File: config.mk
export PLATFORM = sky130hd
export DESIGN_NAME = sync_serial_io
export DESIGN_NICKNAME = d
export VERILOG_FILES = /design/src/rtl/sio_pkg.sv /design/src/rtl/sio_tick_gen.sv /design/src/rtl/sio_edge_sync.sv /design/src/rtl/sync_serial_io.sv
export SDC_FILE = /design/constraint.sdc
export NUM_CORES = 1
export LEC_CHECK = 0
export ABC_AREA = 0
export BUFFER_PORTS_ARGS = -buffer_cell sky130_fd_sc_hd__buf_4
export CAP_MARGIN = 10
export CORE_ASPECT_RATIO = 0.6
export CORE_MARGIN = 1.5
export CORE_UTILIZATION = 41
export DETAILED_ROUTE_END_ITERATION = 7
export HOLD_SLACK_MARGIN = 0.06
export PLACE_DENSITY = 0.69
export SLEW_MARGIN = 20
export SYNTH_ARGS = -nofsm -noshare
export SYNTH_HDL_FRONTEND = slang
export SYNTH_SLANG_ARGS = --single-unit
File: constraint.sdc
create_clock -name clk -period 2 [get_ports clk]
set_input_delay 0.3 -clock clk [delete_from_list [all_inputs] [get_ports clk]]
set_output_delay 0.3 -clock clk [all_outputs]
set_load 0.1 [all_outputs]
File: src/rtl/sio_pkg.sv
`timescale 1ns/1ps
package sio_pkg;
  typedef enum logic [1:0] {
    RATE_DIV1  = 2'b00,
    RATE_DIV8  = 2'b01,
    RATE_DIV32 = 2'b10,
    RATE_RSVD  = 2'b11
  } rate_e;

  localparam int PRE_MAX = 32;
  localparam int PRE_W   = $clog2(PRE_MAX);
endpackage

File: src/rtl/sio_tick_gen.sv
`timescale 1ns/1ps
module sio_tick_gen
  import sio_pkg::*;
#(
  parameter int DIV_W = 8
) (
  input  logic             clk,
  input  logic             rst,
  input  logic             run,
  input  logic [1:0]       rate_sel,
  input  logic [DIV_W-1:0] baud_div,
  output logic             tick
);
  logic [PRE_W-1:0] pre_cnt;
  logic [DIV_W-1:0] baud_cnt;
  logic             pre_tick;

  always_ff @(posedge clk) begin
    if (rst || !run) pre_cnt <= '0;
    else             pre_cnt <= pre_cnt + PRE_W'(1);
  end

  always_comb begin
    case (rate_e'(rate_sel))
      RATE_DIV1:  pre_tick = 1'b1;
      RATE_DIV8:  pre_tick = (pre_cnt[2:0] == 3'd7);
      RATE_DIV32: pre_tick = (pre_cnt == PRE_W'(PRE_MAX - 1));
      default:    pre_tick = 1'b0;
    endcase
  end

  always_ff @(posedge clk) begin
    if (rst || !run)  baud_cnt <= '0;
    else if (pre_tick) begin
      if (baud_cnt == baud_div) baud_cnt <= '0;
      else                      baud_cnt <= baud_cnt + DIV_W'(1);
    end
  end

  assign tick = run && pre_tick && (baud_cnt == baud_div);

  assert_tick_spacing_R3: assert property (@(posedge clk) disable iff (rst)
    (tick && baud_div != '0) |=> (!tick || baud_div != $past(baud_div) || rate_sel != $past(rate_sel)));

  assert_rsvd_silent_R4: assert property (@(posedge clk) disable iff (rst)
    (rate_sel == 2'b11) |-> !tick);
endmodule

File: src/rtl/sio_edge_sync.sv
`timescale 1ns/1ps
module sio_edge_sync #(
  parameter int STAGES = 2
) (
  input  logic clk,
  input  logic rst,
  input  logic async_in,
  output logic rise,
  output logic fall
);
  logic [STAGES:0] chain;

  always_ff @(posedge clk) begin
    if (rst) chain <= '1;
    else     chain <= {chain[STAGES-1:0], async_in};
  end

  assign rise = chain[STAGES-1] & ~chain[STAGES];
  assign fall = ~chain[STAGES-1] & chain[STAGES];

  assert_edge_excl_R8: assert property (@(posedge clk) disable iff (rst)
    !(rise && fall));

  assert_rise_single_R8: assert property (@(posedge clk) disable iff (rst)
    rise |=> !rise);
endmodule

File: src/rtl/sync_serial_io.sv
`timescale 1ns/1ps
module sync_serial_io #(
  parameter int DATA_W = 8,
  parameter int DIV_W  = 8,
  parameter int SYNC_STAGES = 2
) (
  input  logic              clk,
  input  logic              rst,
  input  logic              use_ext_clk,
  input  logic              clk_pol,
  input  logic              msb_first,
  input  logic [1:0]        rate_sel,
  input  logic [DIV_W-1:0]  baud_div,
  input  logic              tx_start,
  input  logic [DATA_W-1:0] tx_data,
  input  logic              xclk_in,
  output logic              xclk_out,
  input  logic              ser_in,
  output logic              ser_out,
  output logic [DATA_W-1:0] rx_data,
  output logic              rx_valid,
  output logic              tx_empty
);
  localparam int CNT_W = $clog2(DATA_W + 1);
  localparam int TOG_W = $clog2(2 * DATA_W);
  localparam logic [TOG_W-1:0] LAST_TOG = TOG_W'(2 * DATA_W - 1);
  localparam logic [CNT_W-1:0] ALL_BITS = CNT_W'(DATA_W);
  localparam logic [CNT_W-1:0] LAST_BIT = CNT_W'(DATA_W - 1);

  logic              busy_q, sclk_q, sdo_q;
  logic [DATA_W-1:0] tx_sh, rx_sh, rx_q;
  logic [CNT_W-1:0]  nsamp;
  logic [TOG_W-1:0]  ntog;
  logic              valid_q, empty_q;

  logic int_tick, x_rise, x_fall;
  logic rise_ev, fall_ev, sample_ev, drive_ev;
  logic start, do_sample, do_drive, finish;
  logic [DATA_W-1:0] rx_next, tx_next;
  logic              next_bit, first_bit;

  sio_tick_gen #(.DIV_W(DIV_W)) u_tick (
    .clk      (clk),
    .rst      (rst),
    .run      (busy_q & ~use_ext_clk),
    .rate_sel (rate_sel),
    .baud_div (baud_div),
    .tick     (int_tick)
  );

  sio_edge_sync #(.STAGES(SYNC_STAGES)) u_sync (
    .clk      (clk),
    .rst      (rst),
    .async_in (xclk_in),
    .rise     (x_rise),
    .fall     (x_fall)
  );

  always_comb begin
    if (use_ext_clk) begin
      rise_ev = busy_q & x_rise;
      fall_ev = busy_q & x_fall;
    end else begin
      rise_ev = int_tick & ~sclk_q;
      fall_ev = int_tick & sclk_q;
    end
    sample_ev = clk_pol ? fall_ev : rise_ev;
    drive_ev  = clk_pol ? rise_ev : fall_ev;
  end

  assign start     = tx_start & ~busy_q;
  assign do_sample = busy_q && sample_ev && (nsamp < ALL_BITS);
  assign do_drive  = busy_q && drive_ev && (nsamp != '0) && (nsamp < ALL_BITS);
  assign first_bit = msb_first ? tx_data[DATA_W-1] : tx_data[0];

  always_comb begin
    if (msb_first) begin
      tx_next  = tx_sh << 1;
      next_bit = tx_sh[DATA_W-2];
    end else begin
      tx_next  = tx_sh >> 1;
      next_bit = tx_sh[1];
    end
    if (!do_sample)     rx_next = rx_sh;
    else if (msb_first) rx_next = {rx_sh[DATA_W-2:0], ser_in};
    else                rx_next = {ser_in, rx_sh[DATA_W-1:1]};
  end

  assign finish = busy_q && (use_ext_clk ? (do_sample && nsamp == LAST_BIT)
                                         : (int_tick && ntog == LAST_TOG));

  always_ff @(posedge clk) begin
    if (rst) begin
      busy_q  <= 1'b0;
      sclk_q  <= 1'b1;
      sdo_q   <= 1'b1;
      tx_sh   <= '0;
      rx_sh   <= '0;
      rx_q    <= '0;
      nsamp   <= '0;
      ntog    <= '0;
      valid_q <= 1'b0;
      empty_q <= 1'b1;
    end else begin
      valid_q <= 1'b0;
      if (start) begin
        busy_q  <= 1'b1;
        sclk_q  <= 1'b1;
        tx_sh   <= tx_data;
        sdo_q   <= first_bit;
        nsamp   <= '0;
        ntog    <= '0;
        empty_q <= 1'b0;
      end else if (busy_q) begin
        if (int_tick) begin
          sclk_q <= ~sclk_q;
          ntog   <= ntog + TOG_W'(1);
        end
        rx_sh <= rx_next;
        if (do_sample) nsamp <= nsamp + CNT_W'(1);
        if (do_drive) begin
          tx_sh <= tx_next;
          sdo_q <= next_bit;
        end
        if (finish) begin
          busy_q  <= 1'b0;
          rx_q    <= rx_next;
          valid_q <= 1'b1;
          empty_q <= 1'b1;
        end
      end
    end
  end

  assign xclk_out = sclk_q;
  assign ser_out  = sdo_q;
  assign rx_data  = rx_q;
  assign rx_valid = valid_q;
  assign tx_empty = empty_q;

  assert_start_busy_R2: assert property (@(posedge clk) disable iff (rst)
    (tx_start && tx_empty) |=> !tx_empty);

  assert_first_msb_R2: assert property (@(posedge clk) disable iff (rst)
    (tx_start && tx_empty && msb_first) |=> (ser_out == $past(tx_data[DATA_W-1])));

  assert_idle_high_R5: assert property (@(posedge clk) disable iff (rst)
    tx_empty |-> xclk_out);

  assert_samp_bound_R5: assert property (@(posedge clk) disable iff (rst)
    nsamp <= ALL_BITS);

  assert_hold_on_capture_R6: assert property (@(posedge clk) disable iff (rst)
    (busy_q && sample_ev) |=> $stable(ser_out));

  assert_valid_pulse_R9: assert property (@(posedge clk) disable iff (rst)
    rx_valid |=> !rx_valid);

  assert_valid_empty_R9: assert property (@(posedge clk) disable iff (rst)
    rx_valid |-> tx_empty);

  assert_empty_rise_R9: assert property (@(posedge clk) disable iff (rst)
    $rose(tx_empty) |-> rx_valid);
endmodule

==> impl_metrics.toml <==
[outcome]
run_status = "completed"

[min_path]
hp-class = "in2reg"
hold_end = "u_sync.chain[0]$_SDFF_PP1_"
hold_path.startpoint = "xclk_in"
hold_path_depth = 2

[timing]
rsz0062_at_grt = "true"
finalHoldViolCount = 0
worstMarginPinSlew_ns = 0.4607
fin_worst_skew_ns = 0.009762
slew_viol_final = 0
fin_crit_ns = 1.974
max_slew_margin = 0.6922
post-route-period-util = 0.9871
fin_ws_ns = 0.02574
hold_ws_ns = 0.1771
setup_viol = 0
timing.fmax_ghz = 0.5065

[place]
dpl.hpwl_mm = 3.818
gp_congestion = 0.8005
portBuffers = 37
dp_slack_ns = -0.04125
dp.cells = 380

[setup_path]
r2r_cells = 9
start_kind = "flip-flop"
cp_max_fo = 7
critPathKind = "reg2reg"
endpoint_kind = "flip-flop"
r2r-end = "ntog[3]$_SDFFE_PP0P_"
worst_ep_required_time_ns = 2.23
r2r-start = "u_tick.pre_cnt[0]$_SDFF_PP0_"
critPathArrivalTime_ns = 2.21
reg2reg_slack_ns = 0.03

[power]
clock_power_share = 0.323
p_leak_nw = 1.213
ir_drop_uv = 360.2
p_sw_uw = 501.4
power_density_nw_per_um2 = 627.6
sw_frac_of_total = 0.2600
intPower_mw = 1.427
seq_power_share = 0.566
combPwrFrac = 0.111

[global_route]
grt_usage = 0.1664
grt_pass1_vias = 1868
grt_overflow = 0
antenna_found_initial = 0
grt_pass1_wl_mm = 8.790
grt_max_degree = 27

[clock_network]
cts_setup_buffers = 0
clockBufferDepth = 2
cts_made_buffers = 5
cts_tree = "built"
clk_latency_ns = 0.31
cts.htree.levels = 2
cts_num_sinks = 53
holdBufCountCts = 0
path_clk_slew_ns = 0.10
root_buffer = "clkbuf_8"

[route]
routed_wl_mm = 5.084
routed_via_density = 4.979
vias = 1932
wl_per_cell_um = 13.10
drc = 0
drtPass1Iterations = 6
drt_iter0_drc = 59
ant_nets = 0

[final_layout]
nets = 340
final_cells = 388
drive_above_1_share = 0.2922
antenna_cells = 0
syn_to_final_growth_pct = 22.98
final_util = 0.5365

[die]
die_h_um = 63.47
dieArea_sq_um = 6587
initial_utilization = 0.4362
die_w_um = 103.8
core_sq_um = 5728
top_level_ports = 38
num_rows = 21

[yosys]
ys_ff_latch = 53
synthCells = 262
synth_fp_nets = 295
synth_area_per_cell_sq_um = 9.537
syn-cell-area_sq_um = 2499
synth_cell_types = 42
ys_warn_count = 0
synth-seq-area-share = 0.4246

[flow_run]
drv_cap = 0
-- layout make-up --
class	instances	area [sq um]
Tap cell	80	100.1
Multi-Input combinational cell	192	1409
Clock buffer	5	68.82
Fill cell	561	2655
Sequential cell	53	1066
Clock inverter	3	26.28
Inverter	6	22.52
Timing Repair Buffer	49	380.4
-- through the flow --
stage | TNS (ns) | area (sq um) | total power, mW
5_1_grt | -0.7205 | 3073 | 2.019
2_1_floorplan | -0.3542 | 2535 | 1.246
3_5_place_dp | -0.2108 | 2958 | 1.327
4_1_cts | 0 | 3059 | 1.956
6_report | 0 | 3073 | 1.929
3_3_place_gp | 0 | 2958 | 1.323
-- logic make-up after synthesis --
family | count (synthesis) | synth area share
AND/OR/NAND/NOR | 96 | 0.2043
flip-flops | 53 | 0.4246
AO/OA/AOI/OAI | 44 | 0.1297
multiplexers | 25 | 0.1042
XOR/XNOR | 20 | 0.07011
buffers and inverters | 17 | 0.03205
adder cells (fa/ha/maj) | 7 | 0.03505
-- routing by layer --
layer,vias to the layer above,wire (um),GRT usage
met1,878,2791,0.2441
met3,2,245,0.04555
met4,0,12,0.03819
met2,38,2034,0.2408
li1,1014,-,-
met5,-,0,0
-- power by group through the flow --
| stage | Sequential (mW) | Clock, mW | Combinational [mW] |
|---|---|---|---|
| global placement | 1.11 | 0 | 0.209 |
| global route | 1.09 | 0.693 | 0.233 |
| finish | 1.09 | 0.623 | 0.215 |
| detailed placement | 1.12 | 0 | 0.212 |
| CTS | 1.09 | 0.652 | 0.213 |
| floorplan | 1.14 | 0 | 0.110 |
-- registers in the layout, summed over array words and instances (netlist names), 3 cells and up --
register         cells
rx_data              8
rx_sh                8
tx_sh                8
u_tick.baud_cnt      8
u_tick.pre_cnt       5
nsamp                4
ntog                 4
u_sync.chain         3
-- critical path, stage by stage, from the launching register on --
cell and delay (ns):
dfxtp_2 0.37, ha_4 0.13, and3_4 0.19, ha_4 0.12, nor2b_2 0.04, a21oi_4 0.17, nand4_4 0.13, buf_4 0.19
or3_2 0.40, a21oi_1 0.16
-- what timing repair did --
item	4_1_cts	5_1_grt
endpoints found under the setup margin	6	29
cloned	0	0
gates resized for setup	2	7
pin swaps	1	2
-- cells in the final DEF (no fill, tap or decap), drive strengths merged, types with 2 or more instances in the layout --
cell type and count:
nor2 36, and3 3, clkbuf 5, nor4 2
nand2 13, xnor2 3, xor2 17, mux2i 17
o21ai 6, inv 7, nand3b 7, and2 3
or2 3, buf 49, nand4 6, ha 7
o2bb2ai 8, a21o 2, or3 2, dfxtp 53
a22oi 7, nor2b 4, clkinv 2, mux2 8
nand3 4, nor3 3, a21oi 13, nand2b 9
-- cells in the mapped netlist --
cell type   n  area, sq um
or2_2       3        18.77
nand4_1     5        31.28
nor3_1      3        15.01
a32oi_1     1        8.760
a21oi_1    12        60.06
nor4_2      2        25.02
buf_1       2        7.510
o22ai_1     1        6.260
nor3b_1     1        7.510
inv_1       6        22.52
o21a_1      1        7.510
buf_12      1        20.02
nor2_1     36        135.1
nand4_4     1        21.27
xnor2_1     3        26.28
ha_1        7        87.58
o31a_1      1        8.760
nand2_1    13        48.80
xor2_1     17        148.9
a211oi_1    1        7.510
mux2i_1    17        170.2
clkbuf_1    8        30.03
a21o_1      1        7.510
mux2_2      8        90.09
nand2b_1    9        56.30
and2_1      3        18.77
o21ai_4     1        16.27
nand3b_1    7        52.55
a21oi_4     1        16.27
a2111oi_0   1        8.760
o2bb2ai_1   8        70.07
a21o_2      1        8.760
dfxtp_1    53         1061
o41a_1      1        11.26
o21ai_0     5        25.02
and3_1      2        12.51
or3_2       2        15.01
nor2b_1     4        25.02
a41oi_1     1        8.760
nand3_1     4        20.02
and3_2      1        7.510
a22oi_1     7        52.55
-- worst max path at each step --
stage | from | to | cells after the start
4_1_cts | u_tick.pre_cnt[1]$_SDFF_PP0_ | ntog[3]$_SDFFE_PP0P_ | 9
6_report | u_tick.pre_cnt[0]$_SDFF_PP0_ | ntog[3]$_SDFFE_PP0P_ | 9
2_1_floorplan | u_tick.pre_cnt[1]$_SDFF_PP0_ | rx_data[0]$_SDFFE_PP0P_ | 10
3_3_place_gp | baud_div[6] | rx_data[4]$_SDFFE_PP0P_ | 8
5_1_grt | u_tick.pre_cnt[0]$_SDFF_PP0_ | ntog[3]$_SDFFE_PP0P_ | 9
3_5_place_dp | baud_div[6] | tx_sh[0]$_SDFFE_PP0P_ | 8
(Power assumes the default switching activity.)
